**src/rtl/wdg_pkg.sv**
```systemverilog
package wdg_pkg;
  typedef enum logic [1:0] {
    WDG_INIT    = 2'd0,
    WDG_PRE     = 2'd1,
    WDG_ACTIVE  = 2'd2,
    WDG_TIMEOUT = 2'd3
  } wdg_state_e;

  localparam logic [1:0] SEL_CTRL   = 2'd0;
  localparam logic [1:0] SEL_COUNT  = 2'd1;
  localparam logic [1:0] SEL_PERIOD = 2'd2;

  function automatic logic [31:0] count_step(input logic [31:0] cur);
    return cur + 32'd1;
  endfunction

  function automatic logic key_is(input logic [15:0] key, input logic [15:0] ref_key);
    return key == ref_key;
  endfunction
endpackage

```
**src/rtl/wdg_counter.sv**
```systemverilog
module wdg_counter
  import wdg_pkg::*;
#(
  parameter int CNT_W = 32
) (
  input  logic             clk,
  input  logic             rst_n,
  input  logic             wr_cnt_i,
  input  logic             wr_per_i,
  input  logic [CNT_W-1:0] wr_data_i,
  input  logic             unlocked_i,
  input  logic             run_i,
  input  logic             clr_i,
  output logic [CNT_W-1:0] count_o,
  output logic [CNT_W-1:0] period_o,
  output logic             hit_o
);
  logic [CNT_W-1:0] cnt_q, per_q;
  logic             cnt_wr_ok, per_wr_ok, step_en;

  assign cnt_wr_ok = wr_cnt_i && unlocked_i;
  assign per_wr_ok = wr_per_i && unlocked_i;
  assign hit_o     = (cnt_q == per_q);
  assign step_en   = run_i && !hit_o;

  always_ff @(posedge clk or negedge rst_n) begin
    if (!rst_n) begin
      cnt_q <= '0;
    end else if (cnt_wr_ok) begin
      cnt_q <= wr_data_i;
    end else if (clr_i) begin
      cnt_q <= '0;
    end else if (step_en) begin
      cnt_q <= CNT_W'(count_step(32'(cnt_q)));
    end
  end

  always_ff @(posedge clk or negedge rst_n) begin
    if (!rst_n) per_q <= '1;
    else if (per_wr_ok) per_q <= wr_data_i;
  end

  assign count_o  = cnt_q;
  assign period_o = per_q;


  clear_zero_chk: assert property (@(posedge clk) disable iff (!rst_n)
    (clr_i && !cnt_wr_ok) |=> (cnt_q == '0));

  step_one_chk: assert property (@(posedge clk) disable iff (!rst_n)
    (step_en && !clr_i && !cnt_wr_ok) |=> (cnt_q == $past(cnt_q) + 1'b1));

  period_locked_chk: assert property (@(posedge clk) disable iff (!rst_n)
    !unlocked_i |=> $stable(per_q));
endmodule

```
**src/rtl/wdg_key_fsm.sv**
```systemverilog
module wdg_key_fsm
  import wdg_pkg::*;
#(
  parameter int              KEY_W   = 16,
  parameter logic [KEY_W-1:0] ARM_KEY = 16'hA5C6,
  parameter logic [KEY_W-1:0] SVC_KEY = 16'hDA7E
) (
  input  logic             clk,
  input  logic             rst_n,
  input  logic             ctrl_wr_i,
  input  logic [KEY_W-1:0] key_i,
  input  logic             en_bit_i,
  input  logic             hit_i,
  output wdg_state_e       state_o,
  output logic             enable_o,
  output logic             run_o,
  output logic             clr_o,
  output logic             svc_fire_o
);
  wdg_state_e state_q, state_n;
  logic       en_q, en_n, pend_q, pend_n;
  logic       key_arm, key_svc, go_active, go_timeout;

  assign key_arm = ctrl_wr_i && key_is(16'(key_i), 16'(ARM_KEY));
  assign key_svc = ctrl_wr_i && key_is(16'(key_i), 16'(SVC_KEY));

  always_comb begin
    state_n    = state_q;
    en_n       = en_q;
    pend_n     = pend_q;
    svc_fire_o = 1'b0;
    go_active  = 1'b0;
    go_timeout = 1'b0;
    unique case (state_q)
      WDG_INIT: begin
        if (ctrl_wr_i) en_n = en_bit_i;
        if (key_arm && en_bit_i) state_n = WDG_PRE;
      end
      WDG_PRE: begin
        if (key_svc && en_q) begin
          go_active = 1'b1;
          state_n   = WDG_ACTIVE;
          pend_n    = 1'b0;
        end
      end
      WDG_ACTIVE: begin
        svc_fire_o = key_svc && pend_q;
        if (key_arm) pend_n = 1'b1;
        if (svc_fire_o) pend_n = 1'b0;
        if (hit_i && !svc_fire_o) begin
          go_timeout = 1'b1;
          state_n    = WDG_TIMEOUT;
        end
      end
      default: ;
    endcase
  end

  always_ff @(posedge clk or negedge rst_n) begin
    if (!rst_n) begin
      state_q <= WDG_INIT;
      en_q    <= 1'b0;
      pend_q  <= 1'b0;
    end else begin
      state_q <= state_n;
      en_q    <= en_n;
      pend_q  <= pend_n;
    end
  end

  assign state_o  = state_q;
  assign enable_o = en_q;
  assign run_o    = (state_q == WDG_ACTIVE);
  assign clr_o    = go_active || svc_fire_o;


  timeout_sticky_chk: assert property (@(posedge clk) disable iff (!rst_n)
    (state_q == WDG_TIMEOUT) |=> (state_q == WDG_TIMEOUT));

  enable_held_chk: assert property (@(posedge clk) disable iff (!rst_n)
    (state_q != WDG_INIT) |-> en_q);

  match_to_timeout_chk: assert property (@(posedge clk) disable iff (!rst_n)
    (run_o && hit_i && !svc_fire_o) |=> (state_q == WDG_TIMEOUT));

  service_wins_chk: assert property (@(posedge clk) disable iff (!rst_n)
    (run_o && svc_fire_o) |=> (state_q == WDG_ACTIVE));

  arm_path_chk: assert property (@(posedge clk) disable iff (!rst_n)
    ((state_q == WDG_PRE) && ($past(state_q) == WDG_INIT)) |-> en_q);
endmodule

```
**src/rtl/wdg_keyed_top.sv**
```systemverilog
module wdg_keyed_top
  import wdg_pkg::*;
#(
  parameter int CNT_W   = 32,
  parameter int KEY_W   = 16,
  parameter int KEY_LSB = 16,
  parameter int EN_BIT  = 0
) (
  input  logic             clk,
  input  logic             rst_n,
  input  logic             wr_en,
  input  logic [1:0]       wr_sel,
  input  logic [CNT_W-1:0] wr_data,
  output logic [1:0]       state_o,
  output logic             enable_o,
  output logic [CNT_W-1:0] count_o,
  output logic [CNT_W-1:0] period_o,
  output logic             timeout_o
);
  localparam int KEY_MSB = KEY_LSB + KEY_W - 1;

  wdg_state_e       state;
  logic             ctrl_wr, cnt_wr, per_wr, unlocked;
  logic             run, clr, hit, svc_fire;
  logic [KEY_W-1:0] key_field;

  assign ctrl_wr   = wr_en && (wr_sel == SEL_CTRL);
  assign cnt_wr    = wr_en && (wr_sel == SEL_COUNT);
  assign per_wr    = wr_en && (wr_sel == SEL_PERIOD);
  assign key_field = wr_data[KEY_MSB:KEY_LSB];
  assign unlocked  = (state == WDG_INIT);

  wdg_key_fsm #(.KEY_W(KEY_W)) u_fsm (
    .clk        (clk),
    .rst_n      (rst_n),
    .ctrl_wr_i  (ctrl_wr),
    .key_i      (key_field),
    .en_bit_i   (wr_data[EN_BIT]),
    .hit_i      (hit),
    .state_o    (state),
    .enable_o   (enable_o),
    .run_o      (run),
    .clr_o      (clr),
    .svc_fire_o (svc_fire)
  );

  wdg_counter #(.CNT_W(CNT_W)) u_cnt (
    .clk        (clk),
    .rst_n      (rst_n),
    .wr_cnt_i   (cnt_wr),
    .wr_per_i   (per_wr),
    .wr_data_i  (wr_data),
    .unlocked_i (unlocked),
    .run_i      (run),
    .clr_i      (clr),
    .count_o    (count_o),
    .period_o   (period_o),
    .hit_o      (hit)
  );

  assign state_o   = state;
  assign timeout_o = (state == WDG_TIMEOUT);


  timeout_frozen_chk: assert property (@(posedge clk) disable iff (!rst_n)
    timeout_o |=> ($stable(count_o) && timeout_o && enable_o));

  svc_needs_arm_chk: assert property (@(posedge clk) disable iff (!rst_n)
    (run && ctrl_wr && (key_field == 16'hDA7E) && !svc_fire && !hit) |=> (count_o != '0));
endmodule

```
**config.mk**
```make
export PLATFORM = sky130hd
export DESIGN_NAME = wdg_keyed_top
export DESIGN_NICKNAME = d
export VERILOG_FILES = /design/src/rtl/wdg_pkg.sv /design/src/rtl/wdg_counter.sv /design/src/rtl/wdg_key_fsm.sv /design/src/rtl/wdg_keyed_top.sv
export SDC_FILE = /design/constraint.sdc
export NUM_CORES = 1
export LEC_CHECK = 0
export BUFFER_PORTS_ARGS = -buffer_cell sky130_fd_sc_hd__buf_4
export CAP_MARGIN = 25
export CORE_ASPECT_RATIO = 1.75
export CORE_MARGIN = 5
export CORE_UTILIZATION = 50
export CTS_BUF_LIST = sky130_fd_sc_hd__clkbuf_8
export DETAILED_ROUTE_END_ITERATION = 10
export GPL_TIMING_DRIVEN = 0
export PLACE_DENSITY = 0.76
export SLEW_MARGIN = 25
export SYNTH_ARGS = -nofsm -noshare
export SYNTH_HDL_FRONTEND = slang
export SYNTH_HIERARCHICAL = 1
export SYNTH_SLANG_ARGS = --single-unit
```
**constraint.sdc**
```tcl
create_clock -name clk -period 3.6 [get_ports clk]
set_clock_uncertainty 0.2 [all_clocks]
set_input_delay 1.08 -clock clk [delete_from_list [all_inputs] [get_ports clk]]
set_output_delay 1.08 -clock clk [all_outputs]
set_load 0.01 [all_outputs]
```
==> run metrics <==
Max Slew Vio Count=0; floorplan core area=8313 um2; hold buffers post-CTS=0; Detail Route Antenna Nets=0; GPL Wtd Cong=0.9222; sequential standard cell area=approximately 1700 um2; first-pass GRT wire length=22.04 mm; Max Buffers Root-to-Sink=2; final worst-path setup slack=0.1832 ns; placed cell count=around 650; mapped cell area=4260 um2; clock sinks=68; Hold Fails Final Rpt=0; unrepaired setup endpoints after global routing=false; endpoint arrival time on the critical path=3.45 ns; signed area change from the synthesized netlist to the final layout=26.02%; Overall Power=1.413 mW; maximum single-stage delay on the critical path=0.41 ns; level count of the clock H-tree=3; average vias per placed instance=a little over 6; effective utilization at floorplan=51.25%; count of TritonRoute iterations in the first routing pass=5; run status=finished clean; Post-Syn Area per Cell=9.931 um2; buffers plus inverters on the worst setup path=2; launching point of the worst reg2reg path=u_cnt/count_o[3]; TritonCTS clock tree=done; Remaining DRCs=0; Critical Path Start=wr_sel[1]; maximum number of pins on one net before global-route repair=just under 70; worst setup slack after placement=-0.3852 ns; number of fill cells=715; Mapped Cells=about 430; layout cell share with drive strength beyond 1=37.52%; cell breakdown of the critical path=buf_4, nor3b_2, and4b_1, nand3_1, or3_1, a21oi_1, nand2b_1, clkbuf_2, nor2_1, and3_1, a211o_1; Synth Net Count=472; library cell contributing the largest single delay on the critical path=sky130_fd_sc_hd__or3_1; Crit path max-delay family=simple AND/OR/NAND/NOR gates; Die Footprint=roughly 11000 um2; Ys Warns=6; Highest Clock Rate=0.2927 GHz; biggest fanout along the worst timing path=10; max_cap viols=0; Final setup violation count=0; die outline height=132.1 um; remaining max-slew budget at the tightest pin=42.01%; gr usage total=27.43%; Crit Path Class=in2reg; number of non-filler instances in the completed layout=roughly 660; worst min-delay path startpoint=u_fsm/pend_q; clock slew seen by the registers of the worst setup and hold paths=0.07 ns; Clk Latency, worst-skew pair=0.35 ns; category of the worst setup path capture point=register; power per unit of standard cell area=263.2 nW/um2; number of global-route vias before repair=4133; master cell of the clock root buffer=sky130_fd_sc_hd__clkbuf_8; crit path launch type=input port; TritonCTS Buffers=9; number of I/O port buffers=104; Total Routed Length=14.22 mm; via count of the routed design=4072; total global routing overflow=0; initial antenna violation count=0; total number of nets in the final design=587; portion of the clock cycle consumed by the worst path in the final layout=94.91%; endpoint required time on the critical path=3.64 ns; half-perimeter wire length of the detailed placement result=10.70 mm; Sum Neg Setup Slack=0 ns; count of pins on the block boundary=~110; row count=44; DIE WIDTH=79.78 um; class of the worst hold path=reg2reg; area of combinational cells with multiple inputs=approximately 2300 um2; number of antenna diodes=0; final critical-path required period=3.417 ns; routed wire length per instance=21.41 um; slew at the pin closest to its max-slew limit=0.8699 ns; Worst IR Drop VDD=0.0001755 V; initial DRC count=between 300 and 400; Core Util, Final=64.58%; leakage component of the power=2.365 nW
per-layer routing:
| layer | vias up | global-route usage, % | part of all wire (%) |
|---|---|---|---|
| li1 | 1821 | - | - |
| met1 | 1996 | 30.66 | 35 |
| met2 | 215 | 49.49 | 55 |
| met4 | 0 | 13.63 | 4.3 |
| met3 | 40 | 3.762 | 6.4 |
| met5 | - | 0 | 0 |
through the flow:
stage	hold WS, ns	area [um2]
after global routing	0.3943	5369
after global placement	0.3121	5185
after detailed placement	0.3256	5185
after floorplan	0.2896	4260
after CTS	0.3449	5366
final	0.3403	5369
where the power goes:
group	switching (mW)	internal [mW]	leakage (nW)
Combinational	0.0381	0.0305	1.50
Sequential	0.000000593	0.765	0.776
Clock	0.296	0.283	0.0925
tightest hold or removal path: cells and delay by family (launching register included):
family,cells,cell delay [ns]
flip-flops,1,0.37
multiplexers,1,0.08
AND/OR/NAND/NOR,1,0.06
placed cells by master, fill, tap and decap left out, types with 12 or more instances in the layout:
cell type / count
sky130_fd_sc_hd__buf_4: 104
sky130_fd_sc_hd__nand2_1: 44
sky130_fd_sc_hd__xnor2_1: 39
sky130_fd_sc_hd__dfrtp_1: 36
sky130_fd_sc_hd__mux2_2: 33
sky130_fd_sc_hd__dfstp_2: 32
sky130_fd_sc_hd__nand4_1: 19
sky130_fd_sc_hd__nand3_1: 19
sky130_fd_sc_hd__a21oi_1: 15
sky130_fd_sc_hd__nor2_1: 13
sky130_fd_sc_hd__inv_1: 13
sky130_fd_sc_hd__clkbuf_1: 13
sky130_fd_sc_hd__and3_1: 12
sky130_fd_sc_hd__nor3_1: 12
final cells by class:
class / count / share of cell area [%]
multi-input cells: 322 / 43.67
flip-flops and latches: 68 / 32.44
repair buffers: 104 / 14.54
clock buffers: 11 / 2.820
well taps: 115 / 2.680
plain buffers: 27 / 2.470
inverters: 12 / 0.8390
clock inverters: 5 / 0.5360
what timing repair did:
item	CTS	global route
gates resized for setup	1	4
setup buffers	0	0
setup endpoints to repair	3	2
final timing paths:
kind / end / slack [ns] / cells after the start
setup / recovery: u_cnt/count_o[10] / 0.18 / 11
hold / removal: u_fsm/pend_q / 0.34 / 2
setup reg to reg: u_fsm/state_o[1] / 0.30 / 9
hold reg to reg: u_fsm/pend_q / 0.34 / 2
max in group asynchronous: u_cnt/count_o[23] / 1.99 / 1
min in group asynchronous: u_fsm/enable_o / 0.64 / 1
sequential cells by signal (all words and copies together), names as in the netlist:
signal and flops:
u_cnt/count_o 32, u_cnt/period_o 32, u_fsm/enable_o 1, u_fsm/pend_q 1
u_fsm/state_o 2
Power figures use the tool's default switching activity.
